**config.mk**
```make
export PLATFORM = sky130hd
export DESIGN_NAME = twin_timer_top
export DESIGN_NICKNAME = d
export VERILOG_FILES = /design/src/rtl/twin_timer_pkg.sv /design/src/rtl/twin_timer_dpath.sv /design/src/rtl/twin_timer_ctrl.sv /design/src/rtl/twin_timer_top.sv
export SDC_FILE = /design/constraint.sdc
export NUM_CORES = 1
export LEC_CHECK = 0
export ABC_AREA = 1
export ABC_CLOCK_PERIOD_IN_PS = 6770
export CORE_UTILIZATION = 39
export CTS_CLUSTER_SIZE = 14
export DETAILED_ROUTE_END_ITERATION = 8
export PLACE_DENSITY = 0.66
export SYNTH_ARGS = -nofsm -noshare
export SYNTH_HDL_FRONTEND = slang
export SYNTH_HIERARCHICAL = 1
export SYNTH_SLANG_ARGS = --single-unit
```
**constraint.sdc**
```tcl
create_clock -name clk -period 6.77 [get_ports clk]
set_input_delay 1.0155 -clock clk [delete_from_list [all_inputs] [get_ports clk]]
set_output_delay 1.0155 -clock clk [all_outputs]
set_load 0.005 [all_outputs]
```
**src/rtl/twin_timer_pkg.sv**
```systemverilog
package twin_timer_pkg;

  // Register addresses on the byte bus
  localparam logic [3:0] ADDR_A_LO = 4'h4;
  localparam logic [3:0] ADDR_A_HI = 4'h5;
  localparam logic [3:0] ADDR_B_LO = 4'h6;
  localparam logic [3:0] ADDR_B_HI = 4'h7;
  localparam logic [3:0] ADDR_CTL_A = 4'hE;
  localparam logic [3:0] ADDR_CTL_B = 4'hF;

  // Control byte bit positions
  localparam int CB_RUN     = 0;
  localparam int CB_ROUTE   = 1;
  localparam int CB_TOGGLE  = 2;
  localparam int CB_ONESHOT = 3;
  localparam int CB_LOAD    = 4;
  localparam int CB_SRC0    = 5;
  localparam int CB_SRC1    = 6;

  // Timer B source codes (bits 6:5)
  localparam logic [1:0] SRC_CLK      = 2'b00;
  localparam logic [1:0] SRC_CNT      = 2'b01;
  localparam logic [1:0] SRC_CHAIN    = 2'b10;
  localparam logic [1:0] SRC_CHAINCNT = 2'b11;

  // Strobes from control to one timer datapath
  typedef struct packed {
    logic wrLo;
    logic wrHi;
    logic forceLoad;
    logic countEvt;
    logic startClr;
    logic routeEn;
    logic toggleMode;
  } tmrStrobe_t;

endpackage

```
**src/rtl/twin_timer_dpath.sv**
```systemverilog
module twin_timer_dpath
  import twin_timer_pkg::*;
#(
  parameter int BUS_W = 8
) (
  input  logic                 clk,
  input  logic                 rstN,
  input  tmrStrobe_t           strb,
  input  logic [BUS_W-1:0]     wrData,
  output logic [2*BUS_W-1:0]   count,
  output logic                 uflNow,
  output logic                 uflPulse,
  output logic                 pinOut
);

  localparam int LANES = 2;
  localparam int CNT_W = LANES * BUS_W;

  logic [BUS_W-1:0] latchLane [LANES];
  logic [CNT_W-1:0] latchVal;
  logic [LANES-1:0] laneWr;
  logic             toggleQ;

  assign laneWr = {strb.wrHi, strb.wrLo};

  for (genvar lane = 0; lane < LANES; lane++) begin : g_lane
    always_ff @(posedge clk or negedge rstN) begin
      if (!rstN)              latchLane[lane] <= '1;
      else if (laneWr[lane])  latchLane[lane] <= wrData;
    end
    assign latchVal[lane*BUS_W +: BUS_W] = latchLane[lane];
  end

  assign uflNow = strb.countEvt && (count == '0);

  always_ff @(posedge clk or negedge rstN) begin
    if (!rstN) begin
      count <= '1;
    end else if (strb.forceLoad) begin
      count <= latchVal;
    end else if (strb.countEvt) begin
      count <= (count == '0) ? latchVal : count - 1'b1;
    end
  end

  always_ff @(posedge clk or negedge rstN) begin
    if (!rstN) begin
      uflPulse <= 1'b0;
      toggleQ  <= 1'b0;
    end else begin
      uflPulse <= uflNow;
      if (strb.startClr)  toggleQ <= 1'b0;
      else if (uflNow)    toggleQ <= ~toggleQ;
    end
  end

  assign pinOut = strb.routeEn && (strb.toggleMode ? toggleQ : uflPulse);

  AST_FORCE_LOAD: assert property (@(posedge clk) disable iff (!rstN)
    strb.forceLoad |=> count == $past(latchVal));

  AST_RELOAD_AT_ZERO: assert property (@(posedge clk) disable iff (!rstN)
    (uflNow && !strb.forceLoad) |=> (count == $past(latchVal) && uflPulse));

  AST_STEP_DOWN: assert property (@(posedge clk) disable iff (!rstN)
    (strb.countEvt && !strb.forceLoad && count != '0) |=> count == $past(count) - 1'b1);

  AST_HOLD_IDLE: assert property (@(posedge clk) disable iff (!rstN)
    (!strb.countEvt && !strb.forceLoad) |=> $stable(count));

endmodule

```
**src/rtl/twin_timer_ctrl.sv**
```systemverilog
module twin_timer_ctrl
  import twin_timer_pkg::*;
#(
  parameter int BUS_W       = 8,
  parameter int SYNC_STAGES = 2
) (
  input  logic             clk,
  input  logic             rstN,
  input  logic [3:0]       busAddr,
  input  logic             busWrEn,
  input  logic [BUS_W-1:0] busWrData,
  input  logic             cntIn,
  input  logic             uflNowA,
  input  logic             uflNowB,
  output tmrStrobe_t       strbA,
  output tmrStrobe_t       strbB,
  output logic [BUS_W-1:0] ctlA,
  output logic [BUS_W-1:0] ctlB
);

  localparam logic [BUS_W-1:0] LOAD_MASK = ~(BUS_W'(1) << CB_LOAD);

  // synchroniser stages followed by one edge-history flop
  logic [SYNC_STAGES:0] cntPipe;
  logic cntLevel, cntRise;
  logic wrCtlA, wrCtlB, forceA, forceB;
  logic evA, evB;
  logic [1:0] srcB;

  always_ff @(posedge clk or negedge rstN) begin
    if (!rstN) cntPipe <= '0;
    else       cntPipe <= {cntPipe[SYNC_STAGES-1:0], cntIn};
  end

  assign cntLevel = cntPipe[SYNC_STAGES-1];
  assign cntRise  = cntLevel && !cntPipe[SYNC_STAGES];

  assign wrCtlA = busWrEn && (busAddr == ADDR_CTL_A);
  assign wrCtlB = busWrEn && (busAddr == ADDR_CTL_B);
  assign forceA = wrCtlA && busWrData[CB_LOAD];
  assign forceB = wrCtlB && busWrData[CB_LOAD];
  assign srcB   = ctlB[CB_SRC1:CB_SRC0];

  always_comb begin
    evA = ctlA[CB_RUN] && (ctlA[CB_SRC0] ? cntRise : 1'b1);
    strbA.wrLo       = busWrEn && (busAddr == ADDR_A_LO);
    strbA.wrHi       = busWrEn && (busAddr == ADDR_A_HI);
    strbA.forceLoad  = forceA;
    strbA.countEvt   = evA && !forceA;
    strbA.startClr   = wrCtlA && busWrData[CB_RUN] && !ctlA[CB_RUN];
    strbA.routeEn    = ctlA[CB_ROUTE];
    strbA.toggleMode = ctlA[CB_TOGGLE];
  end

  always_comb begin
    unique case (srcB)
      SRC_CLK:      evB = 1'b1;
      SRC_CNT:      evB = cntRise;
      SRC_CHAIN:    evB = uflNowA;
      SRC_CHAINCNT: evB = uflNowA && cntLevel;
      default:      evB = 1'b0;
    endcase
    evB = evB && ctlB[CB_RUN];
    strbB.wrLo       = busWrEn && (busAddr == ADDR_B_LO);
    strbB.wrHi       = busWrEn && (busAddr == ADDR_B_HI);
    strbB.forceLoad  = forceB;
    strbB.countEvt   = evB && !forceB;
    strbB.startClr   = wrCtlB && busWrData[CB_RUN] && !ctlB[CB_RUN];
    strbB.routeEn    = ctlB[CB_ROUTE];
    strbB.toggleMode = ctlB[CB_TOGGLE];
  end

  always_ff @(posedge clk or negedge rstN) begin
    if (!rstN) begin
      ctlA <= '0;
      ctlB <= '0;
    end else begin
      if (wrCtlA)                            ctlA <= busWrData & LOAD_MASK;
      else if (uflNowA && ctlA[CB_ONESHOT])  ctlA[CB_RUN] <= 1'b0;
      if (wrCtlB)                            ctlB <= busWrData & LOAD_MASK;
      else if (uflNowB && ctlB[CB_ONESHOT])  ctlB[CB_RUN] <= 1'b0;
    end
  end

  AST_ONESHOT_STOP_A: assert property (@(posedge clk) disable iff (!rstN)
    (uflNowA && ctlA[CB_ONESHOT] && !wrCtlA) |=> !ctlA[CB_RUN]);

  AST_ONESHOT_STOP_B: assert property (@(posedge clk) disable iff (!rstN)
    (uflNowB && ctlB[CB_ONESHOT] && !wrCtlB) |=> !ctlB[CB_RUN]);

endmodule

```
**src/rtl/twin_timer_top.sv**
```systemverilog
module twin_timer_top
  import twin_timer_pkg::*;
#(
  parameter int BUS_W       = 8,
  parameter int SYNC_STAGES = 2
) (
  input  logic             clk,
  input  logic             rstN,
  input  logic [3:0]       busAddr,
  input  logic             busWrEn,
  input  logic [BUS_W-1:0] busWrData,
  output logic [BUS_W-1:0] busRdData,
  input  logic             cntIn,
  output logic             underflowA,
  output logic             underflowB,
  output logic             pinA,
  output logic             pinB
);

  localparam int CNT_W = 2 * BUS_W;

  tmrStrobe_t       strbA, strbB;
  logic [BUS_W-1:0] ctlA, ctlB;
  logic [CNT_W-1:0] countA, countB;
  logic             uflNowA, uflNowB;

  twin_timer_ctrl #(.BUS_W(BUS_W), .SYNC_STAGES(SYNC_STAGES)) u_ctrl (
    .clk(clk), .rstN(rstN), .busAddr(busAddr), .busWrEn(busWrEn),
    .busWrData(busWrData), .cntIn(cntIn), .uflNowA(uflNowA), .uflNowB(uflNowB),
    .strbA(strbA), .strbB(strbB), .ctlA(ctlA), .ctlB(ctlB)
  );

  twin_timer_dpath #(.BUS_W(BUS_W)) u_dpathA (
    .clk(clk), .rstN(rstN), .strb(strbA), .wrData(busWrData),
    .count(countA), .uflNow(uflNowA), .uflPulse(underflowA), .pinOut(pinA)
  );

  twin_timer_dpath #(.BUS_W(BUS_W)) u_dpathB (
    .clk(clk), .rstN(rstN), .strb(strbB), .wrData(busWrData),
    .count(countB), .uflNow(uflNowB), .uflPulse(underflowB), .pinOut(pinB)
  );

  always_comb begin
    unique case (busAddr)
      ADDR_A_LO:  busRdData = countA[BUS_W-1:0];
      ADDR_A_HI:  busRdData = countA[CNT_W-1:BUS_W];
      ADDR_B_LO:  busRdData = countB[BUS_W-1:0];
      ADDR_B_HI:  busRdData = countB[CNT_W-1:BUS_W];
      ADDR_CTL_A: busRdData = ctlA;
      ADDR_CTL_B: busRdData = ctlB;
      default:    busRdData = '0;
    endcase
  end

  AST_CHAIN_UNDERFLOW: assert property (@(posedge clk) disable iff (!rstN)
    (uflNowA && ctlB[CB_RUN] && ctlB[CB_SRC1:CB_SRC0] == SRC_CHAIN && countB == '0
     && !(busWrEn && busAddr == ADDR_CTL_B && busWrData[CB_LOAD])) |=> underflowB);

endmodule

```
==> impl_metrics.yaml, run 1 <==
global_route:
  gr-usage-all-layers: 0.217
  grt_pass1_wl_mm: 23.8
  antenna_found_initial: 0
  grt_max_degree: 59
  grt_pass1_vias: 4469
  overflow: 0
timing:
  tightest_slew_ps: 1130
  fin_worst_skew_ps: 7.55
  period_share: 0.654
  hold_ws_ps: 347
  drv_slew: 0
  hold_violations: 0
  fin_crit_ps: 4420
  setup_viol: 0
  maxSlewHeadroom: 0.241
  fmaxAchievable_ghz: 0.226
  totalNegativeSetupSlack_ps: 0
  rsz0062_at_grt: "false"
floorplan:
  start_util: 0.403
  die-area_um2: 14200
  core_um2: 13300
  io_pins: 28
  die_y_um: 119
  fp-row-count: 42
  die_w_um: 119
logic_synthesis:
  synthArstFlopShare: 1.00
  yosysWarnings: 6
  synth_area_leader_cell: "dfstp_2"
  synth_flop_cell: "dfstp_2"
  yosysTopAreaCellShare: 0.314
  yosys.cell_count.top_type: "nand2_1"
  synth-simple-area-share: 0.405
  synth_top_family_by_area: "simple AND/OR/NAND/NOR gates"
  synth_common_cells: "281 x nand2_1, 91 x inv_1, 88 x nand3_1"
  synthXorXnorAreaFrac: 0.00654
  post_synth_fa_ha_maj_area_fraction: 0.00934
  synth_compound_area_frac: 0.0654
  synth_cell_types: 28
  synthMuxAreaShare: 0
  yosys-top-cells-area: "dfstp_2 31%, nand2_1 20%, dfrtp_1 9.8%"
  yosysSeqAreaShare: 0.412
  synth_edf_count: 0
  avgSynthCellArea_um2: 6.95
  syn_inst: 771
  netlist_area_um2: 5360
  ys_seq_elements: 85
layout:
  layout-drive-gt1-share: 0.159
  diodes: 0
  nNetsFinal: 809
  syn_to_final_growth_pct: 11.5
power_and_ir_drop:
  max-vdd-ir-drop_uv: 164
  power.density_nw_per_um2: 367
  power.leakage_nw: 2.97
placed_design:
  portBuffers: 27
  finalWeightedCongestion: 0.895
  dpl.hpwl_mm: 10.3
routing:
  antenna_left: 0
  wire_per_inst_um: 14.6
  viasPerCell: 5.02
  drc: 0
  routed_wl_mm: 14.2
  via_count: 4870
  dr.pass1.iters: 5
  drt_iter0_markers: 423
critical_path:
  path_depth: 8
  critPathTopFamily: "simple AND/OR/NAND/NOR gates"
  arrival_ps: 3410
  cp-startpoint: "busAddr[2]"
  r2r_end: "u_dpathB/count[6]"
  critPathMaxStageDelay_ps: 840
  rr_worst_depth: 18
  cp-end-kind: "output port"
  worstSetupPathType: "in -> out"
  critPathCapture: "busRdData[1]"
  critPathLaunchType: "input port"
  path_buf_inv: 3
  rrSetupSlack_ps: 4030
  crit_fanout: 32
  cp_cell_sequence: "clkdlybuf4s50_1 > inv_1 > nor2_2 > nand3_1 > nand2_1 > nor2_1 > nand2_1 > clkdlybuf4s50_1"
  worstReg2RegStart: "u_dpathA/count[0]"
  required_ps: 5750
  crit_slowest_cell: "nor2_2"
clock_tree:
  cts_max_path_buffers: 2
  cts_tree: "done"
  clockRootBuffer: "clkbuf_16"
  cts_resized: 0
  clk_latency_ps: 350
  cts-buffers-inserted: 9
  cts_setup_buffers: 0
  clock-sinks: 85
  h-tree-depth: 3
  hold_buffers: 0
  clk_pin_slew_ps: 60
worst_hold_path:
  min_from: "u_ctrl/cntPipe[0]"
  hold_class: "reg -> reg"
job:
  maxCapViolCount: 0
outcome:
  status: "complete, no violations"
==> area by class of cell <==
type	count	area, um^2
Clock buffer	11	233
Clock inverter	5	27.5
Fill cell	1396	7320
Inverter	96	368
Multi-Input combinational cell	565	2620
Sequential cell	85	2210
Tap cell	176	220
Timing Repair Buffer	32	305
==> state kept, by name, indices dropped and copies added (netlist names) <==
signal              flops
u_ctrl/ctlA             7
u_ctrl/ctlB             7
u_dpathA/count         16
u_dpathB/latchLane     16
u_ctrl/cntPipe          3
u_dpathA/toggleQ        1
u_dpathB/toggleQ        1
u_dpathA/latchLane     16
u_dpathA/uflPulse       1
u_dpathB/count         16
u_dpathB/uflPulse       1
==> where the power goes <==
| part | internal [mW] | total (mW) | switching (mW) |
|---|---|---|---|
| sequential | 0.753 | 0.942 | 0.189 |
| combinational | 0.287 | 0.803 | 0.516 |
| clock | 0.246 | 0.446 | 0.200 |
==> per-layer routing <==
layer  track usage  wire length (um)
met1         0.303              6760
met2         0.330              6300
met3        0.0388               804
met4        0.0918               310
met5             0                 0
==> cell usage in the layout, fill, tap and decap left out, drive strengths merged <==
cell,count
a21oi,18
buf,6
clkbuf,11
clkdlybuf4s50,26
clkinv,4
clkinvlp,1
conb,2
dfrtp,21
dfstp,64
ha,4
inv,96
nand2,287
nand3,100
nand3b,4
nand4,4
nor2,89
nor3,2
o21ai,49
o21bai,2
xor2,4
==> metrics by stage <==
stage                     total power, mW   util  setup WS [ps]  instance area (um^2)  std cells
after floorplan                      1.50      -           4090                  5360        772
after global placement               1.74  0.430           2440                  5720        954
after detailed placement             1.74  0.430           2400                  5720        954
after CTS                            2.20  0.449           2390                  5980        970
after global routing                 2.38  0.449           2140                  5980        970
final                                2.19  0.449           2350                  5980        970
==> worst reg2reg max path: cells and delay by family, from the launching register on <==
kind	cells	cell delay, ps
buf+inv	6	950
simple gates	10	980
fa+ha+maj	1	170
flops	1	400
compound gates	1	160
==> kinds of logic after synthesis <==
logic type               Yosys count
AND/OR/NAND/NOR                  486
adder cells (fa/ha/maj)            4
other                              1
XOR/XNOR                           4
flip-flops                        85
buffers and inverters            122
AO/OA/AOI/OAI                     69
==> worst min path at each step <==
stage	end	slack [ps]	cells past startpoint
after floorplan	u_ctrl/cntPipe[1]	330	0
after global placement	u_ctrl/cntPipe[1]	330	0
after detailed placement	u_ctrl/cntPipe[1]	330	0
after CTS	u_ctrl/cntPipe[1]	350	0
after global routing	u_ctrl/cntPipe[1]	360	0
final	u_ctrl/cntPipe[1]	350	0
(Power assumes the default switching activity.)
==> run 2, diff against run 1 <==
--- a/config.mk
+++ b/config.mk
@@ -6,7 +6,7 @@
 export NUM_CORES = 1
 export LEC_CHECK = 0
 export ABC_AREA = 1
-export ABC_CLOCK_PERIOD_IN_PS = 6770
+export ABC_CLOCK_PERIOD_IN_PS = 4300
 export CORE_UTILIZATION = 39
 export CTS_CLUSTER_SIZE = 14
 export DETAILED_ROUTE_END_ITERATION = 8
==> constraint.sdc (replaced) <==
create_clock -name clk -period 4.3 [get_ports clk]
set_input_delay 0.645 -clock clk [delete_from_list [all_inputs] [get_ports clk]]
set_output_delay 0.645 -clock clk [all_outputs]
set_load 0.005 [all_outputs]
==> run 2 against run 1 <==
Non-clock buffer count up 1. Global-route usage down 0.11 points. Combinational power up 63%. Total power up 65%. Utilization up 0.49 points. Register-to-register slack worse by 2200 ps. Hold slack better by 2.7 ps. First-iteration DRC count up 3.5%. Critical endpoint is now busRdData[0]. Largest cell class unchanged. Largest power group unchanged. Highest routed layer unchanged.
==> impl_metrics.yaml, run 2 (same netlist as run 1, synthesis figures left out) <==
outcome:
  status: "complete, no violations"
routing:
  viasPerCell: 4.99
  wire_per_inst_um: 14.8
  routed_wl_mm: 14.3
  dr.pass1.iters: 5
  drc: 0
  antenna_left: 0
  via_count: 4848
  drt_iter0_markers: 438
timing:
  period_share: 0.770
  setup_viol: 0
  fmaxAchievable_ghz: 0.302
  maxSlewHeadroom: 0.367
  fin_worst_skew_ps: 4.49
  rsz0062_at_grt: "false"
  hold_violations: 0
  hold_ws_ps: 350
  totalNegativeSetupSlack_ps: 0
  fin_crit_ps: 3310
  fin_ws_ps: 989
  drv_slew: 0
  tightest_slew_ps: 946
floorplan:
  core_um2: 13300
  die_w_um: 119
  fp-row-count: 42
  die_y_um: 119
  die-area_um2: 14200
  io_pins: 28
  start_util: 0.403
placed_design:
  finalWeightedCongestion: 0.865
  portBuffers: 27
  dpl.hpwl_mm: 10.6
  placed_area_um2: 5720
  pre_cts_ws_ps: 1020
  placed_cells: 955
power_and_ir_drop:
  p_seq_frac: 0.406
  switchingPower_mw: 1.46
  power.leakage_nw: 3.00
  p_comb_frac: 0.362
  power.internal_mw: 2.15
  swShare: 0.404
  clockPowerShare: 0.231
  max-vdd-ir-drop_uv: 203
  power.density_nw_per_um2: 597
  finalPower_mw: 3.60
layout:
  seq_area_um2: 2210
  syn_to_final_growth_pct: 12.8
  diodes: 0
  fin_util: 0.454
  fin_area_um2: 6040
  final_cell_mix: "281 x nand2_1, 91 x inv_1, 88 x nand3_1"
  final_cells: 971
  fillCellCount: 1360
  layout-drive-gt1-share: 0.160
  layout_commonest_cell: "nand2_1"
  nNetsFinal: 810
  multi_input_area_um2: 2620
clock_tree:
  hold_buffers: 0
  cts_tree: "done"
  clk_pin_slew_ps: 60
  cts_resized: 0
  clock-sinks: 85
  cts_setup_buffers: 0
  cts-buffers-inserted: 9
  h-tree-depth: 3
  clockRootBuffer: "clkbuf_16"
  clk_latency_ps: 340
  cts_max_path_buffers: 2
critical_path:
  crit_slowest_cell: "nor2_1"
  critPathMaxStageDelay_ps: 620
  required_ps: 3650
  rr_worst_depth: 17
  cp-end-kind: "output port"
  critPathTopFamily: "buffers and inverters"
  cp_cell_sequence: "clkdlybuf4s50_1 > nor2_1 > nand3_1 > nand2_1 > inv_1 > nand2_1 > clkdlybuf4s50_1"
  crit_fanout: 8
  rrSetupSlack_ps: 1820
  r2r_end: "u_dpathB/count[0]"
  worstSetupPathType: "in -> out"
  path_buf_inv: 3
  arrival_ps: 2670
  worstReg2RegStart: "u_dpathA/count[0]"
  critPathLaunchType: "input port"
job:
  maxCapViolCount: 0
worst_hold_path:
  hold_path_end: "u_ctrl/cntPipe[1]"
  whs_path_depth: 0
  min_from: "u_ctrl/cntPipe[0]"
  hold_class: "reg -> reg"
global_route:
  overflow: 0
  antenna_found_initial: 0
  grt_pass1_wl_mm: 23.8
  grt_pass1_vias: 4423
  grt_max_degree: 71
  gr-usage-all-layers: 0.216
## run 2: cell count changes in the layout (fill, tap and decap cells not counted)
| cell | previous run | this run |
|---|---|---|
| bufinv_16 | 0 | 2 |
| clkinv_4 | 0 | 2 |
| clkinv_2 | 4 | 0 |
| buf_4 | 6 | 7 |
## run 2: power groups by stage
stage          clock network [mW]  registers (mW)  logic (mW)
5_1_grt                     0.886            1.51        1.49
6_report                    0.833            1.46        1.31
3_3_place_gp                    0            1.48        1.28
2_1_floorplan                   0            1.36        1.01
4_1_cts                     0.846            1.46        1.29
3_5_place_dp                    0            1.47        1.28
## run 2: area by class of cell
type / instances / area share
well taps: 176 / 0.0365
clock inverters: 5 / 0.0141
multi-input cells: 565 / 0.433
clock buffers: 11 / 0.0385
flip-flops and latches: 85 / 0.365
inverters: 96 / 0.0609
repair buffers: 33 / 0.0518
## run 2: per-layer routing
layer | vias to the layer above | routed length (um) | global-route usage
met5 | - | 0 | 0
met4 | 0 | 235 | 0.0593
met3 | 15 | 574 | 0.0383
met2 | 113 | 6590 | 0.336
met1 | 2277 | 6930 | 0.307
li1 | 2443 | - | -
## run 2: worst max path at each step
stage / startpoint / to / slack, ps / cells after the start
finish: busAddr[1] / busRdData[0] / 990 / 7
global route: busAddr[1] / busRdData[6] / 800 / 7
CTS: busAddr[1] / busRdData[0] / 1020 / 7
detailed placement: busAddr[1] / busRdData[0] / 1020 / 7
global placement: busAddr[1] / busRdData[1] / 1060 / 7
floorplan: busAddr[0] / u_dpathB/count[10] / 2000 / 17
## run 2: worst register-to-register path: stages, from the launching register on
cell and delay (ps):
dfstp_2 400, inv_1 160, ha_1 170, inv_1 40, nor2_1 80, nand2_1 90, nor2_4 120, nand3_1 120
inv_1 110, nand3_1 80, nand2_1 100, inv_1 50, nor2_1 120, nor2_1 60, buf_4 190, inv_1 280
nand3_1 130, o21ai_0 120
